**src/rtl/clkcfg_pkg.sv**
```systemverilog
package clkcfg_pkg;
  localparam int DW         = 8;
  localparam int FS_W       = 5;
  localparam int REG_FREQ   = 0;
  localparam int REG_CLKEN  = 1;
  localparam int REG_PINS   = 4;
  localparam int WE_BIT     = 0;
  localparam int SPREAD_BIT = 6;
  localparam int LOCK_BIT   = 7;
endpackage

```
**src/rtl/clkcfg_txn.sv**
```systemverilog
module clkcfg_txn #(
  parameter int IDX_W = 3
) (
  input  logic             clk_i,
  input  logic             rst_ni,
  input  logic             blk_start_i,
  input  logic [IDX_W-1:0] blk_idx_i,
  input  logic             wr_i,
  input  logic             blk_end_i,
  input  logic             we_bit_i,
  output logic             wr_acc_o,
  output logic [IDX_W-1:0] idx_o,
  output logic             txn_we_o
);
  logic             active_q;
  logic [IDX_W-1:0] idx_q;
  logic             we_q;

  assign wr_acc_o = wr_i & active_q & ~blk_start_i;
  assign idx_o    = idx_q;
  assign txn_we_o = we_q;

  always_ff @(posedge clk_i or negedge rst_ni) begin
    if (!rst_ni) begin
      active_q <= 1'b0;
      idx_q    <= '0;
      we_q     <= 1'b0;
    end else if (blk_start_i) begin
      active_q <= 1'b1;
      idx_q    <= blk_idx_i;
      we_q     <= we_bit_i;  // snapshot: new value applies from next block
    end else begin
      if (blk_end_i) active_q <= 1'b0;
      if (wr_acc_o)  idx_q    <= idx_q + 1'b1;
    end
  end

  assert_idx_step_R10: assert property (@(posedge clk_i) disable iff (!rst_ni)
    (wr_acc_o && !blk_start_i) |=> idx_q == IDX_W'($past(idx_q) + 1'b1));

  assert_we_frozen_R3: assert property (@(posedge clk_i) disable iff (!rst_ni)
    (active_q && !blk_start_i) |=> $stable(we_q));
endmodule

```
**src/rtl/clkcfg_regs.sv**
```systemverilog
module clkcfg_regs
  import clkcfg_pkg::*;
#(
  parameter int IDX_W = 3
) (
  input  logic             clk_i,
  input  logic             rst_ni,
  input  logic             wr_acc_i,
  input  logic [IDX_W-1:0] idx_i,
  input  logic [DW-1:0]    wr_data_i,
  input  logic             txn_we_i,
  input  logic [FS_W-1:0]  fs_strap_i,
  input  logic             spread_i,
  output logic [DW-1:0]    reg0_o,
  output logic [DW-1:0]    reg1_o
);
  logic [DW-1:0] reg0_q, reg1_q;
  logic          loaded_q;
  logic          lock;
  logic          hit0, hit1;

  assign lock = reg0_q[LOCK_BIT];
  assign hit0 = wr_acc_i && !lock && (idx_i == IDX_W'(REG_FREQ));
  assign hit1 = wr_acc_i && !lock && (idx_i == IDX_W'(REG_CLKEN));

  always_ff @(posedge clk_i or negedge rst_ni) begin
    if (!rst_ni) begin
      reg0_q   <= '0;
      reg1_q   <= '1;
      loaded_q <= 1'b0;
    end else if (!loaded_q) begin
      reg0_q   <= {1'b0, spread_i, fs_strap_i, 1'b0};
      loaded_q <= 1'b1;
    end else begin
      if (hit0) begin
        if (txn_we_i) reg0_q <= wr_data_i;
        else          reg0_q[WE_BIT] <= wr_data_i[WE_BIT];
      end
      if (hit1 && txn_we_i) reg1_q <= wr_data_i;
    end
  end

  assign reg0_o = reg0_q;
  assign reg1_o = reg1_q;

  assert_lock_sticky_R5: assert property (@(posedge clk_i) disable iff (!rst_ni)
    (loaded_q && lock) |=> (reg0_q == $past(reg0_q)) && (reg1_q == $past(reg1_q)));

  assert_protected_R2: assert property (@(posedge clk_i) disable iff (!rst_ni)
    (loaded_q && wr_acc_i && !txn_we_i) |=>
      (reg0_q[DW-1:1] == $past(reg0_q[DW-1:1])) && (reg1_q == $past(reg1_q)));

  assert_fs_hold_R6: assert property (@(posedge clk_i) disable iff (!rst_ni)
    (loaded_q && !(wr_acc_i && txn_we_i && idx_i == IDX_W'(REG_FREQ)))
      |=> $stable(reg0_q[SPREAD_BIT:1]));
endmodule

```
**src/rtl/clkcfg_rdmux.sv**
```systemverilog
module clkcfg_rdmux
  import clkcfg_pkg::*;
#(
  parameter int IDX_W = 3
) (
  input  logic [IDX_W-1:0] rd_idx_i,
  input  logic [DW-1:0]    reg0_i,
  input  logic [DW-1:0]    reg1_i,
  input  logic [FS_W-1:0]  fs_strap_i,
  input  logic             spread_i,
  output logic [DW-1:0]    rd_data_o
);
  localparam int PAD_W = DW - FS_W - 1;

  always_comb begin
    rd_data_o = '0;
    if (rd_idx_i == IDX_W'(REG_FREQ))  rd_data_o = reg0_i;
    if (rd_idx_i == IDX_W'(REG_CLKEN)) rd_data_o = reg1_i;
    if (rd_idx_i == IDX_W'(REG_PINS))  rd_data_o = {{PAD_W{1'b0}}, spread_i, fs_strap_i};
  end

  always_comb begin
    if (rd_idx_i != IDX_W'(REG_FREQ) && rd_idx_i != IDX_W'(REG_CLKEN) &&
        rd_idx_i != IDX_W'(REG_PINS))
      assert_unimpl_zero_R9: assert (rd_data_o == '0);
  end
endmodule

```
**src/rtl/clkcfg_regbank.sv**
```systemverilog
module clkcfg_regbank
  import clkcfg_pkg::*;
#(
  parameter int IDX_W = 3
) (
  input  logic             clk_i,
  input  logic             rst_ni,
  input  logic             blk_start_i,
  input  logic [IDX_W-1:0] blk_idx_i,
  input  logic             wr_i,
  input  logic [DW-1:0]    wr_data_i,
  input  logic             blk_end_i,
  input  logic [IDX_W-1:0] rd_idx_i,
  output logic [DW-1:0]    rd_data_o,
  input  logic [FS_W-1:0]  fs_strap_i,
  input  logic             spread_i,
  output logic [FS_W-1:0]  fs_o,
  output logic             spread_o,
  output logic [DW-1:0]    clk_en_o
);
  logic             wr_acc, txn_we;
  logic [IDX_W-1:0] idx;
  logic [DW-1:0]    reg0, reg1;

  clkcfg_txn #(.IDX_W(IDX_W)) u_txn (
    .clk_i, .rst_ni, .blk_start_i, .blk_idx_i, .wr_i, .blk_end_i,
    .we_bit_i (reg0[WE_BIT]),
    .wr_acc_o (wr_acc),
    .idx_o    (idx),
    .txn_we_o (txn_we)
  );

  clkcfg_regs #(.IDX_W(IDX_W)) u_regs (
    .clk_i, .rst_ni,
    .wr_acc_i  (wr_acc),
    .idx_i     (idx),
    .wr_data_i,
    .txn_we_i  (txn_we),
    .fs_strap_i, .spread_i,
    .reg0_o    (reg0),
    .reg1_o    (reg1)
  );

  clkcfg_rdmux #(.IDX_W(IDX_W)) u_rdmux (
    .rd_idx_i, .reg0_i (reg0), .reg1_i (reg1), .fs_strap_i, .spread_i, .rd_data_o
  );

  assign fs_o     = reg0[FS_W:1];
  assign spread_o = reg0[SPREAD_BIT];
  assign clk_en_o = reg1;
endmodule

```
**config.mk**
```make
export PLATFORM = sky130hd
export DESIGN_NAME = clkcfg_regbank
export DESIGN_NICKNAME = d
export VERILOG_FILES = /design/src/rtl/clkcfg_pkg.sv /design/src/rtl/clkcfg_txn.sv /design/src/rtl/clkcfg_regs.sv /design/src/rtl/clkcfg_rdmux.sv /design/src/rtl/clkcfg_regbank.sv
export SDC_FILE = /design/constraint.sdc
export NUM_CORES = 1
export LEC_CHECK = 0
export ABC_CLOCK_PERIOD_IN_PS = 2300
export BUFFER_PORTS_ARGS = -buffer_cell sky130_fd_sc_hd__buf_2
export CAP_MARGIN = 10
export CORE_AREA = 2 2 60 51
export CTS_BUF_LIST = sky130_fd_sc_hd__clkbuf_4 sky130_fd_sc_hd__clkbuf_8
export CTS_CLUSTER_SIZE = 8
export DETAILED_ROUTE_END_ITERATION = 10
export DIE_AREA = 0 0 62 53
export GPL_TIMING_DRIVEN = 0
export PLACE_DENSITY_LB_ADDON = 0.1
export SLEW_MARGIN = 0
export SYNTH_ARGS = -nofsm -noshare
export SYNTH_HDL_FRONTEND = slang
export SYNTH_SLANG_ARGS = --single-unit
```
**constraint.sdc**
```tcl
create_clock -name clk_i -period 2.3 [get_ports clk_i]
set_input_delay 0.69 -clock clk_i [delete_from_list [all_inputs] [get_ports clk_i]]
set_output_delay 0.69 -clock clk_i [all_outputs]
set_load 0.1 [all_outputs]
```
Word-level counts from Yosys, hierarchy flattened
Index checks and enable logic that the tools add are counted.
{"block": "op_classes", "n_reduce_logical": 11, "bitwise": 3, "mux": 10, "add_sub_neg": 1, "n_eq_ne": 5}
{"op": "8-bit 2-to-1 mux", "n": 5}
{"op": "7-bit 2-to-1 mux", "n": 1}
{"op": "3-bit by 1-bit == test with 1-bit output (second input constant)", "n": 2}
{"op": "3-bit zero test", "n": 2}
{"op": "3-bit 2-to-1 mux", "n": 2}
{"op": "1-bit logical AND", "n": 4}
{"op": "2-bit != test (second input constant)", "n": 2}
{"op": "2-bit AND reduction", "n": 2}
{"op": "2-bit nonzero test", "n": 2}
{"op": "3-bit by 1-bit adder with 3-bit output (second input constant)", "n": 1}
{"op": "3-bit == test (second input constant)", "n": 1}
{"op": "1-bit bitwise AND", "n": 2}
{"op": "1-bit 2-to-1 mux", "n": 2}
{"op": "1-bit zero test", "n": 1}
{"op": "1-bit NOT", "n": 1}
{"block": "word_totals", "word_cells": 37, "reg_bits": 22, "in_bits": 25, "out_inout_bits": 22}

Logic depth before layout (Yosys ltp)
Gate-level depths: netlist of the first run.
{"block": "logic_depth", "depth_word": 6, "ltp_mapped": 5}

Cells and area by module
Synthesis of the first run repeated with hierarchy kept, for this count alone.
{"block": "hier_totals", "cells_unflattened": 116, "hier_area_um2": 1317.5}
{"mod": "clkcfg_regs", "n_inst": 1, "seq_area_each_um2": 435.4, "area_per_inst_um2": 783.3, "cells_each": 62}
{"mod": "clkcfg_rdmux", "n_inst": 1, "seq_area_each_um2": 0.0, "area_per_inst_um2": 292.8, "cells_each": 32}
{"mod": "clkcfg_txn", "n_inst": 1, "seq_area_each_um2": 125.1, "area_per_inst_um2": 241.5, "cells_each": 22}

Least setup slack after synthesis of the first run
No wires, ideal clock.
{"block": "synth_timing", "kind": "input to output", "startpoint": "input port rd_idx_i[0]", "endpoint": "output port rd_data_o[6]", "n_path_buf": 2, "path_stages": 4, "slack_ns": -1.721, "arrival_time_ns": 3.331, "cell_sequence": "clkbuf_1 -> buf_2 -> mux2i_1 -> nor3_1"}
{"block": "synth_between", "elab_chain_len": 4}
{"item": "start, declared", "line_no": "clkcfg_regbank.sv:13", "rtl": "input logic [IDX_W-1:0] rd_idx_i,"}
{"item": "3-bit zero test", "line_no": "clkcfg_rdmux.sv:17", "rtl": "if (rd_idx_i == IDX_W'(REG_FREQ)) rd_data_o = reg0_i;"}
{"item": "8-bit 2-to-1 mux", "line_no": "clkcfg_rdmux.sv:17"}
{"item": "8-bit 2-to-1 mux", "line_no": "clkcfg_rdmux.sv:18", "rtl": "if (rd_idx_i == IDX_W'(REG_CLKEN)) rd_data_o = reg1_i;"}
{"item": "8-bit 2-to-1 mux (*)", "line_no": "clkcfg_rdmux.sv:19", "rtl": "if (rd_idx_i == IDX_W'(REG_PINS)) rd_data_o = {{PAD_W{1'b0}}, spread_i, fs_strap_i};"}
{"item": "end, declared", "line_no": "clkcfg_regbank.sv:14", "rtl": "output logic [DW-1:0] rd_data_o,"}
Mark *: on every way between the ends. The rest lies on a longest branch, timed or not.

Worst setup path in the final report of the first run
{"block": "layout_timing", "startpoint": "input port rd_idx_i[0]", "endpoint": "output port rd_data_o[5]"}
Same word-level chain as after synthesis.

==> results of run 1 <==
[layer usage]
metal | vias to the layer above | wire length (um) | GRT usage (%)
li1 | 542 | - | -
met1 | 565 | 1460 | 27.0
met2 | 33 | 1690 | 35.6
met3 | 2 | 147 | 3.18
met4 | 0 | 17 | 5.32
met5 | - | 0 | 0
[worst paths after layout]
| kind | depth (start not counted) | slack, ps | startpoint | endpoint |
|---|---|---|---|---|
| max | 6 | -20 | rd_idx_i[0] | rd_data_o[5] |
| min | 1 | 320 | rst_ni | u_regs.loaded_q |
| max reg2reg | 4 | 440 | u_regs.loaded_q | u_regs.reg1_o[4] |
| min reg2reg | 1 | 570 | u_regs.reg0_o[0] | u_txn.txn_we_o |
| max in group asynchronous | 1 | 1620 | rst_ni | u_regs.reg1_o[4] |
| min in group clk_i | 1 | 570 | u_regs.reg0_o[0] | u_txn.txn_we_o |
[cell type report]
type / count / area, um^2 / share of cell area, %
inverters: 3 / 11.3 / 0.604
flip-flops and latches: 22 / 577 / 31.0
clock buffers: 3 / 22.5 / 1.21
well taps: 38 / 47.5 / 2.55
repair buffers: 43 / 318 / 17.1
clock inverters: 1 / 30.0 / 1.61
multi-input cells: 89 / 718 / 38.5
plain buffers: 13 / 139 / 7.45
[state kept, by name (all words and copies together), names as in the netlist]
| name | count |
|---|---|
| u_regs.loaded_q | 1 |
| u_regs.reg0_o | 8 |
| u_regs.reg1_o | 8 |
| u_txn.active_q | 1 |
| u_txn.idx_o | 3 |
| u_txn.txn_we_o | 1 |
[power breakdown]
group	total [uW]	switching (uW)	internal (uW)
logic	364	246	118
clock network	298	122	176
registers	435	20.3	415
[cells in the mapped netlist]
| library cell | count | share of area, % |
|---|---|---|
| clkbuf_1 | 5 | 1.4 |
| mux2_2 | 9 | 7.8 |
| or4b_1 | 2 | 1.5 |
| conb_1 | 1 | 0.29 |
| ha_1 | 3 | 2.9 |
| or4b_2 | 4 | 3.1 |
| nor3_2 | 1 | 0.77 |
| nand3b_1 | 1 | 0.57 |
| o22a_1 | 6 | 4.0 |
| nor3_1 | 2 | 0.77 |
| nand3_1 | 3 | 1.1 |
| mux2i_1 | 10 | 7.7 |
| dfstp_2 | 8 | 16 |
| buf_2 | 1 | 0.38 |
| xnor2_1 | 1 | 0.67 |
| dfrtp_1 | 14 | 27 |
| xor2_1 | 1 | 0.67 |
| a31oi_1 | 6 | 2.9 |
| o21a_1 | 1 | 0.57 |
| o21ai_0 | 9 | 3.4 |
| buf_6 | 2 | 1.7 |
| nand2_1 | 13 | 3.7 |
| a21o_2 | 1 | 0.67 |
| nor2_1 | 13 | 3.7 |
| nand4bb_4 | 1 | 2.1 |
| buf_4 | 5 | 2.9 |
| buf_1 | 1 | 0.29 |
| inv_1 | 3 | 0.86 |
| nor3b_1 | 1 | 0.57 |
[cell usage in the layout (no fill, tap or decap), types with 2 or more instances in the layout]
| cell | synthesis | routed |
|---|---|---|
| nor2_1 | 13 | 7 |
| dfrtp_1 | 14 | 13 |
| clkbuf_4 | 0 | 3 |
| dfstp_4 | 0 | 4 |
| mux2i_1 | 10 | 9 |
| nor3_4 | 0 | 2 |
| buf_12 | 0 | 7 |
| ha_1 | 3 | 3 |
| o21ai_0 | 9 | 9 |
| nand2_1 | 13 | 13 |
| buf_2 | 1 | 35 |
| buf_6 | 2 | 4 |
| mux2_2 | 9 | 9 |
| or4b_2 | 4 | 4 |
| or4b_1 | 2 | 2 |
| a31oi_1 | 6 | 6 |
| dfstp_2 | 8 | 4 |
| buf_4 | 5 | 5 |
| inv_1 | 3 | 3 |
| nor2_4 | 0 | 6 |
| clkbuf_1 | 5 | 2 |
| nand3_1 | 3 | 3 |
| o22a_1 | 6 | 6 |
[logic make-up after synthesis]
family	Yosys count
AOI/OAI and AO/OA	23
xor gates and xnor gates	2
adders and majority gates	3
buffers and inverters	17
DFF	22
muxes	19
other	1
and+or+nand+nor	41
[critical path: stages]
cell	delay, ps
clkbuf_16	140
buf_12	140
mux2i_1	130
o22a_1	230
nor2_4	110
buf_12	180
[repair_timing]
| item | 4_1_cts | 5_1_grt |
|---|---|---|
| pin swaps | 2 | 1 |
| resized for setup | 29 | 5 |
| setup endpoints to repair | 8 | 6 |
| buffers inserted | 0 | 0 |
[metrics by stage]
step / setup TNS (ps) / total power, uW / util [%] / worst slack (ps) / hold slack, ps
floorplan: -1270 / 710 / - / -339 / 394
global placement: -1900 / 772 / 63.5 / -314 / 529
detailed placement: -2100 / 781 / 63.5 / -333 / 540
CTS: 0 / 1100 / 69.4 / 0.380 / 327
global route: -124 / 1140 / 70.1 / -41.9 / 328
finish: -21.7 / 1100 / 70.1 / -21.7 / 318
==> implementation parameters, run 1 <==
Parameter                              Value

Status
  Result of the run ... complete, but fails checks
  Failing checks ... negative setup slack

Place
  Cell area after placement ... 0.00169 mm^2
  Final HPWL from detailed placement ... 2.44 mm
  I/O Buffers ... 43
  Placed Cells ... 209
  Final weighted congestion in routability-driven placement ... 0.744

STA
  Post-route minimum period ... 2320 ps
  Least setup slack across all paths after layout ... -21.7 ps
  Final count of hold timing violations ... 0
  Pins over their slew limit ... 0
  Worst Skew ... 10.8 ps
  Setup violation total in the final timing report ... 1
  Relative slew margins ... 47.1%
  RSZ-0062 raised after global routing ... true
  Actual transition at the worst max-transition pin ... 789 ps
  Peak Freq ... 431 MHz
  Period utilisation layout ... 101%

Yosys
  Multiplexer share of the synthesized area ... 15.4%
  Combinational family with the most area after synthesis ... simple AND/OR/NAND/NOR gates
  Share of synthesized area occupied by flip-flops and latches ... 42.9%
  Number of synthesized register bits ... 22
  Number of unique standard cell types used by synthesis ... 29
  Complex-gate fraction of the synthesized area ... 11.6%
  Post-Synthesis Mean Instance Area ... 10.2 um^2
  Post-synthesis share of cell area spent on and, or, nand and nor gates ... 18.0%
  Post-synthesis cell area ... 0.00131 mm^2
  Net count after synthesis ... 156
  Area share of fa/ha/maj cells after synthesis ... 2.87%
  XOR/XNOR Fraction of Synth Area ... 1.34%
  Cells after synthesis ... 128
  Warnings from Yosys ... 0

GRT
  Global-route wire length before repair ... 4.95 mm
  Vias in the first global route ... 1,111
  Remaining Overflow, GRT ... 0
  Overall fraction of global-route tracks in use ... 20.8%
  Pin count of the biggest net entering global routing ... 23
  Number of antenna violations at the first check in global routing ... 0

Cells and area
  Final nets ... 203
  Area growth from synthesis to layout ... 42.6%
  Number of non-filler instances in the completed layout ... 212
  Final antenna diode count ... 0
  Fraction of layout cells with a size suffix above 1 ... 52.9%
  Design Area, Final ... 0.00186 mm^2
  Number of filler cells placed in the layout ... 207

Clocking
  Total clock buffers created by CTS ... 3
  TritonCTS clock tree ... yes
  CTS Root Buffer Type ... clkbuf_4
  Clock network latency to the later pin of the worst-skew pair ... 310 ps
  Deepest level of the CTS H-tree ... 1
  Hold buffer count at cts ... 0
  Number of buffers on the longest clock path ... 2
  Clk sink count ... 22
  Clock-pin slew reported for the worst setup and hold paths after clock tree synthesis ... 130 ps

Die
  DIE HEIGHT ... 53 um
  Die ar. ... 0.00329 mm^2
  Placeable core area ... 0.00266 mm^2
  Die Wd ... 62 um
  FP Rows ... 17
  Boundary Pins ... 47
  Initial cell density of the core ... 49.1%

Drt
  Overall routed net length ... 3.32 mm
  DRC violation count after routing ... 0
  Initial DRT Pass Iterations ... 4
  First-iteration detailed-routing DRC count ... 36
  Number of nets with antenna violations after detailed routing ... 0
  Total number of vias ... 1,142
  Final routed wire length divided by cell count ... 15.7 um
  Via density per instance ... 5.39

Setup path
  Maximum net fanout on the critical path ... 10
  Critical Setup Path Class ... in -> out
  Type of element launching the critical path ... primary input
  Critical path data arrival time ... 1630 ps
  Kind of end point of the critical path ... output pin
  Required time of the worst setup path ... 1610 ps

Pwr
  Power per cell area ... 589 mW/mm^2
  Leakage dissipation ... 0.000827 uW
  Maximum VDD drop ... 0.393 mV

Job
  Number of violations of the max-capacitance limit ... 0

Min path
  Worst Hold Class ... in -> async
Power figures use the tool's default switching activity.
==> inputs of run 2 (changes only) <==
--- a/config.mk
+++ b/config.mk
@@ -5,7 +5,7 @@
 export SDC_FILE = /design/constraint.sdc
 export NUM_CORES = 1
 export LEC_CHECK = 0
-export ABC_CLOCK_PERIOD_IN_PS = 2300
+export ABC_CLOCK_PERIOD_IN_PS = 2500
 export BUFFER_PORTS_ARGS = -buffer_cell sky130_fd_sc_hd__buf_2
 export CAP_MARGIN = 10
 export CORE_AREA = 2 2 60 51
==> constraint.sdc (replaced) <==
create_clock -name clk_i -period 2.5 [get_ports clk_i]
set_input_delay 0.75 -clock clk_i [delete_from_list [all_inputs] [get_ports clk_i]]
set_output_delay 0.75 -clock clk_i [all_outputs]
set_load 0.1 [all_outputs]
==> run 2 against run 1 <==
Effect of this change: critical endpoint is now rd_data_o[4]; sequential cell count unchanged; largest cell class unchanged; clock-buffer cell count unchanged; cell area down 5.1%; non-clock buffer count is the same; global-route usage is 1.5 points higher; clock skew decreased by 8.0 ps; combinational power decreased by 12%; die area is the same; register-to-register slack improved by 200 ps; the run now ends clean; power decreased by 8.4%; critical path depth did not move; final cell count stayed put.
==> implementation parameters, run 2 (synthesis gave the netlist of run 1 again) <==
Parameter                              Value

Drt
  Via density per instance ... 5.32
  Overall routed net length ... 3.34 mm
  First-iteration detailed-routing DRC count ... 16
  DRC violation count after routing ... 0
  Initial DRT Pass Iterations ... 4
  Total number of vias ... 1,127
  Final routed wire length divided by cell count ... 15.8 um
  Number of nets with antenna violations after detailed routing ... 0

Setup path
  Beginning of the worst register-to-register path ... u_txn.idx_o[0]
  Required time of the worst setup path ... 1750 ps
  Type of element launching the critical path ... primary input
  Critical path data arrival time ... 1730 ps
  Endpoint of the worst register-to-register path ... u_regs.reg0_o[3]
  Worst-case register-to-register setup slack ... 640 ps
  Worst Path Buf+Inv ... 3
  Cell with the biggest individual delay on the critical path ... buf_4
  Delay of the slowest cell on the worst path ... 220 ps
  Critical Setup Path Class ... in -> out
  R2R depth ... 5
  Critical-path cell list ... buf_2 -> buf_4 -> nand2_1 -> o22a_1 -> nor2_4 -> buf_12
  Kind of end point of the critical path ... output pin
  Family of cells with the greatest summed delay on the critical path ... buffers and inverters
  Maximum net fanout on the critical path ... 10

GRT
  Vias in the first global route ... 1,065
  Number of antenna violations at the first check in global routing ... 0
  Pin count of the biggest net entering global routing ... 23
  Overall fraction of global-route tracks in use ... 22.2%
  Remaining Overflow, GRT ... 0
  Global-route wire length before repair ... 5.12 mm

Place
  I/O Buffers ... 43
  Final weighted congestion in routability-driven placement ... 0.771
  Final HPWL from detailed placement ... 2.43 mm
  Cell area after placement ... 0.00167 mm^2

Clocking
  CTS Root Buffer Type ... clkbuf_4
  Deepest level of the CTS H-tree ... 1
  Clock network latency to the later pin of the worst-skew pair ... 320 ps
  Clk sink count ... 22
  Total clock buffers created by CTS ... 3
  Clock-pin slew reported for the worst setup and hold paths after clock tree synthesis ... 130 ps
  TritonCTS clock tree ... yes
  Hold buffer count at cts ... 0
  Post-CTS Setup Bufs ... 0
  Number of buffers on the longest clock path ... 2

Min path
  Worst Hold Class ... in -> async

Job
  Number of violations of the max-capacitance limit ... 0

Die
  Die Wd ... 62 um
  FP Rows ... 17
  Initial cell density of the core ... 49.1%
  DIE HEIGHT ... 53 um
  Placeable core area ... 0.00266 mm^2
  Die ar. ... 0.00329 mm^2
  Boundary Pins ... 47

Cells and area
  Commonest cells after routing, fill and taps aside ... buf_2, dfrtp_1, nand2_1, buf_4
  Area of combinational cells with multiple inputs ... 718 um^2
  Number of filler cells placed in the layout ... 233
  Final nets ... 203
  Design Area, Final ... 0.00177 mm^2
  Most common library cell in the layout ignoring fill and taps ... buf_2
  Final antenna diode count ... 0
  Area growth from synthesis to layout ... 35.3%
  Fraction of layout cells with a size suffix above 1 ... 52.3%
  Storage element area ... 561 um^2

Status
  Result of the run ... complete, no violations

Pwr
  Final total power ... 1000 uW
  Leakage dissipation ... 0.000804 uW
  Power per cell area ... 568 mW/mm^2
  Maximum VDD drop ... 0.314 mV

STA
  Pins over their slew limit ... 0
  Period utilisation layout ... 99.3%
  Setup violation total in the final timing report ... 0
  Actual transition at the worst max-transition pin ... 775 ps
  Worst Skew ... 2.74 ps
  Post-route minimum period ... 2480 ps
  Relative slew margins ... 48.1%
  Final count of hold timing violations ... 0
  Peak Freq ... 403 MHz
==> run 2: changes by cell type in the layout (fill, tap and decap cells not counted) <==
| cell | before | now |
|---|---|---|
| buf_12 | 7 | 1 |
| dfstp_4 | 4 | 0 |
| dfrtp_1 | 13 | 14 |
| dfrtp_2 | 1 | 0 |
| buf_4 | 5 | 12 |
| buf_6 | 4 | 3 |
| dfstp_2 | 4 | 8 |
==> run 2: power breakdown <==
part / total (uW) / switching (uW) / internal [uW]
registers: 400 / 19.3 / 381
logic: 320 / 224 / 95.9
clock network: 285 / 122 / 162
total: 1000 / 366 / 639
==> run 2: repair_timing <==
| action | 4_1_cts | 5_1_grt |
|---|---|---|
| cloned | 0 | 0 |
| setup endpoints to repair | 8 | 7 |
| resized for setup | 14 | 2 |
==> run 2: worst max-delay path by stage <==
stage | start | endpoint | slack, ps | depth (start not counted)
6_report | rd_idx_i[2] | rd_data_o[4] | 20 | 6
5_1_grt | rd_idx_i[0] | rd_data_o[4] | -20 | 6
4_1_cts | rd_idx_i[2] | rd_data_o[4] | 0.9 | 6
3_5_place_dp | rd_idx_i[2] | rd_data_o[4] | -280 | 6
3_3_place_gp | rd_idx_i[2] | rd_data_o[4] | -260 | 6
2_1_floorplan | rd_idx_i[0] | rd_data_o[6] | -280 | 4
==> run 2: final cells by class <==
cell class / count / area share [%]
clock inverters: 1 / 1.70
multi-input cells: 89 / 40.6
clock buffers: 3 / 1.27
flip-flops and latches: 22 / 31.7
well taps: 38 / 2.69
plain buffers: 13 / 7.15
inverters: 3 / 0.637
repair buffers: 43 / 14.2
==> run 2: layer usage <==
| metal | global-route usage (%) | up-vias | wire (um) |
|---|---|---|---|
| li1 | - | 541 | - |
| met4 | 8.87 | 0 | 34 |
| met3 | 3.18 | 4 | 153 |
| met1 | 29.3 | 551 | 1560 |
| met2 | 36.3 | 31 | 1600 |
| met5 | 0 | - | 0 |
==> run 2: metrics by stage <==
step                hold WS [ps]  setup WS (ps)  TNS [ps]  instances  util (%)
floorplan                    454           -278      -754        128         -
finish                       371           18.1         0        212      66.5
CTS                          380          0.855         0        213      66.4
detailed placement           534           -282     -1520        209      62.9
global route                 394          -22.6     -22.6        212      66.5
global placement             523           -263     -1420        209      62.9
==> inputs of run 3 (changes only) <==
--- a/config.mk
+++ b/config.mk
@@ -8,13 +8,13 @@
 export ABC_CLOCK_PERIOD_IN_PS = 2500
 export BUFFER_PORTS_ARGS = -buffer_cell sky130_fd_sc_hd__buf_2
 export CAP_MARGIN = 10
-export CORE_AREA = 2 2 60 51
+export CORE_AREA = 2 2 69 58
 export CTS_BUF_LIST = sky130_fd_sc_hd__clkbuf_4 sky130_fd_sc_hd__clkbuf_8
 export CTS_CLUSTER_SIZE = 8
 export DETAILED_ROUTE_END_ITERATION = 10
-export DIE_AREA = 0 0 62 53
+export DIE_AREA = 0 0 71 60
 export GPL_TIMING_DRIVEN = 0
-export PLACE_DENSITY_LB_ADDON = 0.1
+export PLACE_DENSITY = 0.66
 export SLEW_MARGIN = 0
 export SYNTH_ARGS = -nofsm -noshare
 export SYNTH_HDL_FRONTEND = slang
==> run 3 against run 2 <==
Effect of this change: final cell count grew 2.4%; global-route usage shrank 6.9 points; worst setup slack gained 59 ps; sequential share of layout area shrank 0.11 points; non-clock buffer count shrank 1; critical path type unchanged; critical endpoint is now rd_data_o[3].
==> implementation parameters, run 3 (synthesis gave the netlist of run 1 again) <==
Parameter                              Value

Status
  Result of the run ... complete, no violations

STA
  Post-route minimum period ... 2420 ps
  Peak Freq ... 413 MHz
  Period utilisation layout ... 96.9%
  Final Hold Slack ... 445 ps
  Worst Skew ... 1.77 ps
  Post-route setup TNS ... 0 ps
  RSZ-0062 raised after global routing ... false
  Final count of hold timing violations ... 0
  Actual transition at the worst max-transition pin ... 685 ps
  Setup violation total in the final timing report ... 0
  Pins over their slew limit ... 0
  Relative slew margins ... 54.1%

Setup path
  Cell with the biggest individual delay on the critical path ... buf_4
  Critical Setup Path Class ... in -> out
  Kind of end point of the critical path ... output pin
  Delay of the slowest cell on the worst path ... 290 ps
  Endpoint of the worst register-to-register path ... u_regs.reg0_o[4]
  Beginning of the worst register-to-register path ... u_txn.idx_o[0]
  Critical path data arrival time ... 1670 ps
  Type of element launching the critical path ... primary input
  Critical-path cell list ... buf_2 -> nand2_1 -> o22a_1 -> nor2_4 -> buf_4
  Maximum net fanout on the critical path ... 14
  Required time of the worst setup path ... 1750 ps
  R2R depth ... 5
  Worst-case register-to-register setup slack ... 710 ps

Pwr
  Power per cell area ... 543 mW/mm^2
  Combinational share of power ... 32.8%
  Clock power frac ... 25.7%
  Net switching share of the total power ... 36.0%
  Sequential fraction of design power ... 41.5%
  P_int ... 616 uW
  P_sw ... 347 uW
  Maximum VDD drop ... 0.270 mV
  Leakage dissipation ... 0.000794 uW
  Final total power ... 963 uW

Cells and area
  Share of the core filled with cells ... 48.9%
  Most common library cell in the layout ignoring fill and taps ... buf_2
  Area growth from synthesis to layout ... 35.8%
  Final antenna diode count ... 0
  Final nets ... 202
  Commonest cells after routing, fill and taps aside ... buf_2, dfrtp_1, nand2_1, mux2_2, o21ai_0
  Fraction of layout cells with a size suffix above 1 ... 52.0%

Drt
  Total number of vias ... 1,103
  Initial DRT Pass Iterations ... 4
  Number of nets with antenna violations after detailed routing ... 0
  Overall routed net length ... 3.01 mm
  Via density per instance ... 5.08
  DRC violation count after routing ... 0
  Final routed wire length divided by cell count ... 13.9 um
  First-iteration detailed-routing DRC count ... 26

GRT
  Remaining Overflow, GRT ... 0
  Global-route wire length before repair ... 5.01 mm
  Number of antenna violations at the first check in global routing ... 0
  Overall fraction of global-route tracks in use ... 15.3%
  Pin count of the biggest net entering global routing ... 23
  Vias in the first global route ... 1,056

Place
  Final weighted congestion in routability-driven placement ... 0.762
  I/O Buffers ... 43
  Final HPWL from detailed placement ... 2.43 mm

Min path
  Worst Hold Class ... in -> async

Die
  Die Wd ... 71 um
  Boundary Pins ... 47
  FP Rows ... 20
  Die ar. ... 0.00426 mm^2
  Initial cell density of the core ... 36.0%
  DIE HEIGHT ... 60 um
  Placeable core area ... 0.00363 mm^2

Clocking
  Total clock buffers created by CTS ... 3
  CTS Root Buffer Type ... clkbuf_8
  TritonCTS clock tree ... yes
  Deepest level of the CTS H-tree ... 1
  Clk sink count ... 22
  Post-CTS Setup Bufs ... 0
  Clock network latency to the later pin of the worst-skew pair ... 260 ps
  Number of buffers on the longest clock path ... 2
  Clock-pin slew reported for the worst setup and hold paths after clock tree synthesis ... 70 ps

Job
  Number of violations of the max-capacitance limit ... 0
==> run 3: cell count changes in the layout (fill, tap and decap cells not counted), sizes merged <==
cell,change
clkbuf,+2
buf,-2
bufinv,-1
==> run 3: worst max-delay path by stage <==
stage,startpoint,endpoint,slack (ps),cells past startpoint
after floorplan,rd_idx_i[0],rd_data_o[6],-280,4
after global placement,rd_idx_i[2],rd_data_o[4],-210,6
after global routing,rd_idx_i[2],rd_data_o[4],5,5
after CTS,rd_idx_i[0],rd_data_o[4],30,6
after detailed placement,rd_idx_i[2],rd_data_o[4],-230,6
final,rd_idx_i[2],rd_data_o[3],80,5
==> run 3: layer usage <==
layer	share of wire [%]	vias up	global-route usage [%]
li1	-	539	-
met1	47	527	19.8
met2	48	33	25.9
met3	4.6	4	2.87
met4	0.56	0	5.66
met5	0	-	0
==> run 3: timing repair <==
| item | CTS | global route |
|---|---|---|
| setup endpoints to repair | 8 | 5 |
| resized for setup | 12 | 6 |
| hold buffers | 0 | 0 |
| pin swaps | 0 | 1 |
==> run 3: power groups by stage <==
stage,Clock [uW],Combinational (uW),Sequential (uW)
global route,267,336,403
finish,247,316,399
detailed placement,0,311,405
floorplan,0,212,439
CTS,256,317,399
global placement,0,305,404
==> run 3: final cells by class <==
type / instances / area [um^2]
fillers: 336 / 1850
multi-input cells: 89 / 722
flip-flops and latches: 22 / 561
repair buffers: 43 / 263
plain buffers: 12 / 108
clock buffers: 4 / 55.1
well taps: 44 / 55.1
inverters: 3 / 11.3
==> run 3: worst max-delay path, delay by kind of cell <==
| family | cells | cell delay [ps] |
|---|---|---|
| buffers and inverters | 2 | 540 |
| and+or+nand+nor | 2 | 160 |
| AOI/OAI and AO/OA | 1 | 220 |
==> run 3: stage by stage <==
step | setup WS, ps | instance area [um^2] | instances
floorplan | -278 | 1410 | 128
global placement | -207 | 1680 | 215
detailed placement | -230 | 1680 | 215
CTS | 25.1 | 1770 | 218
global route | 4.55 | 1770 | 217
finish | 76.8 | 1770 | 217
